==> src/rtl/zxyRoutePkg.sv <==
package zxyRoutePkg;
  localparam int PORT_CNT = 7;
  localparam int PORT_W   = 3;

  localparam logic [PORT_W-1:0] P_EAST  = 3'd0;
  localparam logic [PORT_W-1:0] P_WEST  = 3'd1;
  localparam logic [PORT_W-1:0] P_NORTH = 3'd2;
  localparam logic [PORT_W-1:0] P_SOUTH = 3'd3;
  localparam logic [PORT_W-1:0] P_UP    = 3'd4;
  localparam logic [PORT_W-1:0] P_DOWN  = 3'd5;
  localparam logic [PORT_W-1:0] P_LOCAL = 3'd6;

  // Ports a forced packet may be pushed to (all link ports, never local)
  localparam logic [PORT_CNT-1:0] LINK_PORTS = 7'b0111111;

  // Strobes from the allocation control to the datapath, one set per candidate
  typedef struct packed {
    logic              grant;
    logic              deflect;
    logic              stall;
    logic [PORT_W-1:0] port;
  } candDecisionT;
endpackage

==> src/rtl/zxyDirCalc.sv <==
module zxyDirCalc
  import zxyRoutePkg::*;
#(
  parameter int COORD_W = 3
) (
  input  logic [COORD_W-1:0]  hereX,
  input  logic [COORD_W-1:0]  hereY,
  input  logic [COORD_W-1:0]  hereZ,
  input  logic [COORD_W-1:0]  destX,
  input  logic [COORD_W-1:0]  destY,
  input  logic [COORD_W-1:0]  destZ,
  output logic [PORT_CNT-1:0] prodMask
);
  always_comb begin
    prodMask          = '0;
    prodMask[P_EAST]  = destX > hereX;
    prodMask[P_WEST]  = destX < hereX;
    prodMask[P_NORTH] = destY > hereY;
    prodMask[P_SOUTH] = destY < hereY;
    prodMask[P_UP]    = destZ > hereZ;
    prodMask[P_DOWN]  = destZ < hereZ;
    prodMask[P_LOCAL] = (destX == hereX) && (destY == hereY) && (destZ == hereZ);
  end
endmodule

==> src/rtl/zxyRouteCtrl.sv <==
module zxyRouteCtrl
  import zxyRoutePkg::*;
#(
  parameter int NUM_CAND = 4,
  parameter int HOP_W    = 4
) (
  input  logic [NUM_CAND-1:0]                candValid,
  input  logic [NUM_CAND-1:0]                candFromBuf,
  input  logic [NUM_CAND-1:0][HOP_W-1:0]     candHop,
  input  logic [NUM_CAND-1:0][PORT_W-1:0]    candOrigin,
  input  logic [NUM_CAND-1:0][PORT_CNT-1:0]  prodMask,
  input  logic [PORT_CNT-1:0]                portEnable,
  input  logic                               bufFull,
  output candDecisionT [NUM_CAND-1:0]        decision
);
  localparam int IDX_W = (NUM_CAND > 1) ? $clog2(NUM_CAND) : 1;

  logic [NUM_CAND-1:0][IDX_W-1:0] rank;
  logic [NUM_CAND-1:0][IDX_W-1:0] ordIdx;
  logic [NUM_CAND-1:0]            ordValid;

  // j is served before i: buffer class, then hop count, then lower index
  function automatic logic servedFirst(input logic fbJ, input logic [HOP_W-1:0] hopJ,
                                       input logic fbI, input logic [HOP_W-1:0] hopI,
                                       input logic jLower);
    if (fbJ != fbI) return fbJ;
    if (hopJ != hopI) return hopJ > hopI;
    return jLower;
  endfunction

  always_comb begin
    rank = '0;
    for (int i = 0; i < NUM_CAND; i++) begin
      for (int j = 0; j < NUM_CAND; j++) begin
        if (j != i && candValid[j] &&
            servedFirst(candFromBuf[j], candHop[j], candFromBuf[i], candHop[i], j < i))
          rank[i] = rank[i] + 1'b1;
      end
    end
  end

  always_comb begin
    ordIdx   = '0;
    ordValid = '0;
    for (int r = 0; r < NUM_CAND; r++) begin
      for (int i = 0; i < NUM_CAND; i++) begin
        if (candValid[i] && rank[i] == IDX_W'(r)) begin
          ordValid[r] = 1'b1;
          ordIdx[r]   = IDX_W'(i);
        end
      end
    end
  end

  logic [PORT_CNT-1:0] occ;
  logic [PORT_CNT-1:0] originBit;
  logic [PORT_CNT-1:0] avail;
  logic [PORT_CNT-1:0] spill;
  logic [IDX_W-1:0]    cur;
  logic                found;
  logic                forced;
  logic [PORT_W-1:0]   pick;

  always_comb begin
    decision  = '0;
    occ       = '0;
    originBit = '0;
    avail     = '0;
    spill     = '0;
    cur       = '0;
    found     = 1'b0;
    forced    = 1'b0;
    pick      = '0;
    for (int r = 0; r < NUM_CAND; r++) begin
      if (ordValid[r]) begin
        cur       = ordIdx[r];
        originBit = PORT_CNT'(1) << candOrigin[cur];
        avail     = prodMask[cur] & portEnable & ~occ & ~originBit;
        found     = 1'b1;
        forced    = 1'b0;
        pick      = '0;
        if      (avail[P_UP])    pick = P_UP;
        else if (avail[P_DOWN])  pick = P_DOWN;
        else if (avail[P_EAST])  pick = P_EAST;
        else if (avail[P_WEST])  pick = P_WEST;
        else if (avail[P_NORTH]) pick = P_NORTH;
        else if (avail[P_SOUTH]) pick = P_SOUTH;
        else if (avail[P_LOCAL]) pick = P_LOCAL;
        else                     found = 1'b0;
        if (!found && bufFull) begin
          spill = portEnable & ~occ & ~originBit & LINK_PORTS;
          for (int k = 0; k < PORT_CNT; k++) begin
            if (!found && spill[k]) begin
              found  = 1'b1;
              forced = 1'b1;
              pick   = PORT_W'(k);
            end
          end
        end
        if (found) begin
          occ                  = occ | (PORT_CNT'(1) << pick);
          decision[cur].grant   = 1'b1;
          decision[cur].deflect = forced;
          decision[cur].port    = pick;
        end else begin
          decision[cur].stall = 1'b1;
        end
      end
    end
  end
endmodule

==> src/rtl/zxyRouteDatapath.sv <==
module zxyRouteDatapath
  import zxyRoutePkg::*;
#(
  parameter int NUM_CAND = 4,
  parameter int COORD_W  = 3,
  parameter int HOP_W    = 4
) (
  input  logic                               clk,
  input  logic                               rstN,
  input  logic [COORD_W-1:0]                 hereX,
  input  logic [COORD_W-1:0]                 hereY,
  input  logic [COORD_W-1:0]                 hereZ,
  input  logic [NUM_CAND-1:0]                candValid,
  input  logic [NUM_CAND-1:0][COORD_W-1:0]   candDestX,
  input  logic [NUM_CAND-1:0][COORD_W-1:0]   candDestY,
  input  logic [NUM_CAND-1:0][COORD_W-1:0]   candDestZ,
  input  logic [NUM_CAND-1:0][HOP_W-1:0]     candHop,
  input  candDecisionT [NUM_CAND-1:0]        decision,
  output logic [NUM_CAND-1:0][PORT_CNT-1:0]  prodMask,
  output logic [NUM_CAND-1:0]                outGrant,
  output logic [NUM_CAND-1:0]                outDeflect,
  output logic [NUM_CAND-1:0]                outStall,
  output logic [NUM_CAND-1:0][PORT_W-1:0]    outPort,
  output logic [NUM_CAND-1:0][HOP_W-1:0]     outHop
);
  localparam logic [HOP_W-1:0] HOP_MAX = {HOP_W{1'b1}};

  for (genvar c = 0; c < NUM_CAND; c++) begin : g_cand
    logic [HOP_W-1:0] hopNext;

    zxyDirCalc #(.COORD_W(COORD_W)) i_dir (
      .hereX   (hereX),
      .hereY   (hereY),
      .hereZ   (hereZ),
      .destX   (candDestX[c]),
      .destY   (candDestY[c]),
      .destZ   (candDestZ[c]),
      .prodMask(prodMask[c])
    );

    always_comb begin
      if (!candValid[c])                      hopNext = '0;
      else if (!decision[c].grant)            hopNext = candHop[c];
      else if (candHop[c] == HOP_MAX)         hopNext = HOP_MAX;
      else                                    hopNext = candHop[c] + 1'b1;
    end

    always_ff @(posedge clk or negedge rstN) begin
      if (!rstN) begin
        outGrant[c]   <= 1'b0;
        outDeflect[c] <= 1'b0;
        outStall[c]   <= 1'b0;
        outPort[c]    <= '0;
        outHop[c]     <= '0;
      end else begin
        outGrant[c]   <= decision[c].grant;
        outDeflect[c] <= decision[c].deflect;
        outStall[c]   <= decision[c].stall;
        outPort[c]    <= decision[c].port;
        outHop[c]     <= hopNext;
      end
    end
  end
endmodule

==> src/rtl/zxyRouteUnit.sv <==
module zxyRouteUnit
  import zxyRoutePkg::*;
#(
  parameter int NUM_CAND = 4,
  parameter int COORD_W  = 3,
  parameter int HOP_W    = 4
) (
  input  logic                              clk,
  input  logic                              rstN,
  input  logic [COORD_W-1:0]                hereX,
  input  logic [COORD_W-1:0]                hereY,
  input  logic [COORD_W-1:0]                hereZ,
  input  logic [6:0]                        portEnable,
  input  logic                              bufFull,
  input  logic [NUM_CAND-1:0]               candValid,
  input  logic [NUM_CAND-1:0]               candFromBuf,
  input  logic [NUM_CAND-1:0][COORD_W-1:0]  candDestX,
  input  logic [NUM_CAND-1:0][COORD_W-1:0]  candDestY,
  input  logic [NUM_CAND-1:0][COORD_W-1:0]  candDestZ,
  input  logic [NUM_CAND-1:0][HOP_W-1:0]    candHop,
  input  logic [NUM_CAND-1:0][2:0]          candOrigin,
  output logic [NUM_CAND-1:0]               outGrant,
  output logic [NUM_CAND-1:0]               outDeflect,
  output logic [NUM_CAND-1:0]               outStall,
  output logic [NUM_CAND-1:0][2:0]          outPort,
  output logic [NUM_CAND-1:0][HOP_W-1:0]    outHop
);
  logic [NUM_CAND-1:0][PORT_CNT-1:0] prodMask;
  candDecisionT [NUM_CAND-1:0]       decision;

  zxyRouteCtrl #(.NUM_CAND(NUM_CAND), .HOP_W(HOP_W)) i_ctrl (
    .candValid  (candValid),
    .candFromBuf(candFromBuf),
    .candHop    (candHop),
    .candOrigin (candOrigin),
    .prodMask   (prodMask),
    .portEnable (portEnable),
    .bufFull    (bufFull),
    .decision   (decision)
  );

  zxyRouteDatapath #(.NUM_CAND(NUM_CAND), .COORD_W(COORD_W), .HOP_W(HOP_W)) i_dp (
    .clk       (clk),
    .rstN      (rstN),
    .hereX     (hereX),
    .hereY     (hereY),
    .hereZ     (hereZ),
    .candValid (candValid),
    .candDestX (candDestX),
    .candDestY (candDestY),
    .candDestZ (candDestZ),
    .candHop   (candHop),
    .decision  (decision),
    .prodMask  (prodMask),
    .outGrant  (outGrant),
    .outDeflect(outDeflect),
    .outStall  (outStall),
    .outPort   (outPort),
    .outHop    (outHop)
  );
endmodule

==> config.mk <==
export PLATFORM = sky130hd
export DESIGN_NAME = zxyRouteUnit
export DESIGN_NICKNAME = d
export VERILOG_FILES = /design/src/rtl/zxyRoutePkg.sv /design/src/rtl/zxyDirCalc.sv /design/src/rtl/zxyRouteCtrl.sv /design/src/rtl/zxyRouteDatapath.sv /design/src/rtl/zxyRouteUnit.sv
export SDC_FILE = /design/constraint.sdc
export NUM_CORES = 1
export LEC_CHECK = 0
export BUFFER_PORTS_ARGS = -buffer_cell sky130_fd_sc_hd__buf_2
export CAP_MARGIN = 25
export CORE_MARGIN = 5
export CORE_UTILIZATION = 25
export CTS_CLUSTER_DIAMETER = 40
export DETAILED_ROUTE_END_ITERATION = 10
export GPL_TIMING_DRIVEN = 0
export SLEW_MARGIN = 20
export SYNTH_ARGS = -nofsm -noshare
export SYNTH_HDL_FRONTEND = slang
export SYNTH_SLANG_ARGS = --single-unit
==> constraint.sdc <==
create_clock -name clk -period 0.8 [get_ports clk]
set_clock_uncertainty 0.05 [all_clocks]
set_input_delay 0.16 -clock clk [delete_from_list [all_inputs] [get_ports clk]]
set_output_delay 0.16 -clock clk [all_outputs]
set_load 0.05 [all_outputs]
After elaboration in Yosys (flattened, before gate mapping)

Index checks and enable logic that the tools add are counted.
W data, S select, Z words.

Output and inout bits: 40
Logic and storage cells: 666
Input bits: 91
Bits in registers: 40

Bitwise operators: 27
Reduce and logical (&&, ||, !) cells: 96
Magnitude comparators: 44
Shift operators: 7
Muxes and demuxes: 408
Eq/ne operators: 52
Add/sub/neg operators: 12

Operators with widths:

| operator              | count |
|---|---|
| $bwmux W24            | 14 |
| $mux W1               | 244 |
| $mux W3               | 68 |
| $demux W6 S2          | 16 |
| $mux W24              | 8 |
| $and A7 B7 Y7         | 11 |
| $mux W7               | 10 |
| $logic_and A1 B1 Y1   | 68 |
| $mux W4               | 16 |
| $bmux W7 S2           | 4 |
| $not A7 Y7            | 7 |
| $shl A1 B3 Y7 const A | 7 |
| $gt A4 B4 Y1          | 12 |
| $ne A4 B4 Y1          | 12 |
| $and A6 B6 Y6         | 7 |
| $eq A3 B3 Y1          | 12 |
| $gt A3 B3 Y1          | 12 |
| $lt A3 B3 Y1          | 12 |
| $mux W2               | 16 |
| $bmux W3 S2           | 4 |
| $logic_not A1 Y1      | 24 |
| $mux W6               | 4 |
| $mux W5               | 4 |
| $add A4 B1 Y4 const B | 4 |
| 10 further kinds      | 50 |

Longest topological paths before layout

Word-level depth: 199
Depth in mapped cells: 42
Depth with buffers taken out: 37

Modules after synthesis

A second synthesis with hierarchy kept.

Cell total of the unflattened synthesis: 1102
Area total of the unflattened synthesis: 8179.1 µm²

Modules (own cells, without submodules):

| module           | area an instance (µm²) | cells each | seq. area each (µm²) | instances |
|---|---|---|---|---|
| zxyRouteCtrl     | 5741.8                 | 870        | 0.0                  | 1 |
| zxyRouteDatapath | 1416.4                 | 96         | 1001.0               | 1 |
| zxyDirCalc       | 255.2                  | 34         | 0.0                  | 4 |

Worst setup path after synthesis

Ideal clock, no wire load.

Path kind: input to register
Start point: input candHop[1] (netlist name)
End point: register i_dp.outHop[2] (netlist name)
Setup slack: -7.476 ns
Data arrival time: 8.122 ns
Required time: 0.646 ns
Stages: 40
Setup time: 0.104 ns
Buffers on the path: 6
Path through: inv_1 -> ha_1 -> nor2b_1 -> o21ai_0 -> nand2b_1 -> a21oi_1 -> a41o_1 -> maj3_1 -> nand2_1 -> ha_1 -> or3b_1 -> nor2_1 -> nand3_1 -> nand3_2 -> nand2_1 -> o221a_1 -> buf_4 -> o21ai_1 -> (+4 left out) -> a221o_1 -> nand3b_4 -> or3_1 -> clkbuf_1 -> o21a_1 -> buf_4 -> mux2_4 -> a21oi_1 -> a211oi_1 -> or3_4 -> buf_6 -> or3_4 -> o31ai_4 -> o211ai_4 -> o31a_1 -> buf_6 -> or2_4 -> a221oi_1

RTL lines:

| item                           | line                   | source |
|---|---|---|
| start: declaration             | zxyRouteUnit.sv:20     | `input logic [NUM_CAND-1:0][HOP_W-1:0] candHop,` |
| end signal: indexed assignment | zxyRouteDatapath.sv:60 | `outHop[c] <= hopNext;` |
| end: declaration               | zxyRouteDatapath.sv:24 | `output logic [NUM_CAND-1:0][HOP_W-1:0] outHop` |

==> results.toml <==
[setup_path]
required_ps = 950
crit_family = "compound AO/OA/AOI/OAI gates"
slowest_delay_ps = 470
criticalPathCategory = "in -> reg"
setup.worst_path.end_class = "flip-flop"
cp_slowest_cell = "or4b_4"
critPathLaunchType = "input pin"
cp.arrival_ps = 8480
crit_buf_inv = 10
crit_fanout = 6

[placement]
dp_cells = 1730
place_hpwl_um = 29500
portBuffers = 125
gp_congestion = 0.964

[detailed_routing]
wl_per_cell_um = 20.7
wirelength_um = 38200
ant_nets = 0
drc = 0
met1_length_um = 16500
vias_per_cell = 5.82
dr.pass1.iters = 6
drt_iter0_markers = 1240
routed.top_layer = "met4"
dr_wl_met2_um = 17100
wl_met3_um = 3500
via_count = 10800

[outcome]
violations = "negative hold slack, negative setup slack"
status = "finished, violations left"

[yosys]
async_flop_share_pct = 100
post_synth_num_cell_types = 109
synthCells = 1156
syn_area_mm2 = 0.00846
post_synth.cell_area_avg_um2 = 7.32
synth-edff-count = 0
ys_seq_area_share_pct = 11.8
syn_nets = 1319
synth_warnings = 0
ys_ff_latch = 40
synth_ff_type = "dfrtp_1"

[cells_and_area]
antenna_cells = 0
nets = 1562
drive_above_1_share_pct = 35.9
final_cells = 1848
syn2layout_area_growth_pct = 47.1

[power]
power.leakage_nw = 5.33
finalPower_mw = 30.9
irDropWorstVdd_mv = 1.99
powerDensity_mw_per_mm2 = 2480

[grt]
grt_pass1_vias = 10400
grt_first_pass_wirelength_um = 58700
grt.total_usage_pct = 18.8
antenna_found_initial = 0
grt_max_degree = 41
grt_overflow = 0

[die]
die_h_um = 194
dieArea_mm2 = 0.0376
rows = 67
die_w_um = 194
fp.coreArea_mm2 = 0.0334
pin_count = 131
initial_core_util_pct = 25.3

[clocking]
cts_tree = "yes"
cts.path.max_buffers = 2
cts.clk_slew.worst_paths_ps = 60
cts_buffers = 5
clock_sinks = 40
clockRootBuffer = "clkbuf_16"
h-tree-depth = 2

[worst_hold_path]
hold_path.class = "in -> async"

[sta]
setup_viol = 80
finalSetupTns_ps = -306020
tightest_slew_ps = 957
slew-limit-headroom_pct = 35.7
min_period_over_period_pct = 1040
fin_crit_ps = 8330
rsz0062_at_grt = "yes"
final_hold_viol_count = 40
worst_slack_ps = -7530
clock.fmax_mhz = 120
slew_viol_final = 0
hold_slack_ps = -167

[job]
maxCapViolCount = 0
-- cells in the mapped netlist, types with 31 or more instances --
library cell / instances / area, um^2
nand3_1: 55 / 275
nor3_1: 33 / 165
ha_1: 72 / 901
nand2_1: 108 / 405
nor2_1: 71 / 267
mux2i_1: 41 / 410
o211ai_1: 31 / 233
o21ai_0: 75 / 375
inv_1: 73 / 274
dfrtp_1: 40 / 1000
a21oi_1: 50 / 250
clkbuf_1: 33 / 124
-- layout by cell type, fill, tap and decap left out, types with 9 or more instances in the layout --
cell type   n
mux2i_1    31
nand2b_1   27
nand4_1    19
o22ai_1    18
o211a_1     9
o21a_1     16
and3_1     10
a21o_1     10
a21oi_2     9
a221o_1    10
buf_2      84
a31oi_1    17
o211ai_1   31
clkbuf_1   27
nor2b_1    29
a211oi_1   12
inv_1      62
a21oi_1    40
or3_1       9
ha_4        9
dfrtp_1    40
nand3_1    48
and2_1     21
o21ai_4     9
o21ai_1    14
buf_4      96
ha_1       62
nor3_1     25
nor2_1     62
o21ai_2    12
buf_6      63
inv_2      10
nand2_1    99
o21ai_0    55
-- through the flow --
step | hold slack [ps] | cell area [um^2] | util [%] | setup WS (ps)
CTS | -31.7 | 11900 | 35.7 | -7380
finish | -167 | 12400 | 37.2 | -7530
floorplan | -186 | 8850 | - | -6970
global route | -120 | 12400 | 37.2 | -7770
detailed placement | 268 | 10000 | 30.0 | -8890
global placement | 267 | 10000 | 30.0 | -8840
-- layout make-up --
type                    instances  area (um^2)
inverters                      74          295
fillers                      3370        21000
clock buffers                   5          125
well taps                     448          561
plain buffers                  45          267
flip-flops and latches         40         1000
clock inverters                 3         46.3
multi-input cells             996         8290
repair buffers                237         1860
-- final timing paths --
path | depth (start not counted) | startpoint | slack, ps | to
setup / recovery | 42 | candHop[5] | -7530 | i_dp.outHop[12]$_DFF_PN0_
hold / removal | 1 | rstN | -170 | i_dp.outHop[14]$_DFF_PN0_
max in group asynchronous | 1 | rstN | 500 | i_dp.outDeflect[0]$_DFF_PN0_
min in group clk | 3 | candHop[9] | 100 | i_dp.outHop[9]$_DFF_PN0_
-- cells by family (layout without fill, tap and decap cells) --
| kind of cell | count (synthesis) | after routing | share of synthesized area [%] |
|---|---|---|---|
| multiplexers | 51 | 51 | 6.27 |
| flip-flops | 40 | 40 | 11.8 |
| AO/OA/AOI/OAI | 419 | 420 | 36.9 |
| AND/OR/NAND/NOR | 448 | 448 | 27.8 |
| adder cells (fa/ha/maj) | 77 | 77 | 11.2 |
| buffers and inverters | 121 | 364 | 6.02 |
-- flip-flops by register name, summed over array words and instances, names as in the netlist --
| register | count |
|---|---|
| i_dp.outHop | 16 |
| i_dp.outPort | 12 |
| i_dp.outDeflect | 4 |
| i_dp.outGrant | 4 |
| i_dp.outStall | 4 |
-- where the power goes --
part	switching, mW	internal, mW	total [mW]	leakage, nW
Combinational	15.2	10.6	25.8	4.73
Sequential	0.259	2.50	2.76	0.526
Clock	0.830	1.48	2.31	0.0804
Total	16.3	14.6	30.9	5.33
-- repair_timing --
| action | 4_1_cts | 5_1_grt |
|---|---|---|
| hold endpoints to repair | 40 | 40 |
| gates cloned | 3 | 0 |
| gates resized for setup | 239 | 81 |
| buffers inserted | 85 | 24 |
| endpoints found under the setup margin | 80 | 86 |
| pin swaps | 84 | 61 |
-- routing by layer --
metal | vias up | track usage, %
met2 | 607 | 30.8
met3 | 84 | 3.08
met4 | 0 | 5.03
li1 | 4956 | -
met5 | - | 0
met1 | 5103 | 25.9
No activity file was read; power rests on OpenSTA's default activity.
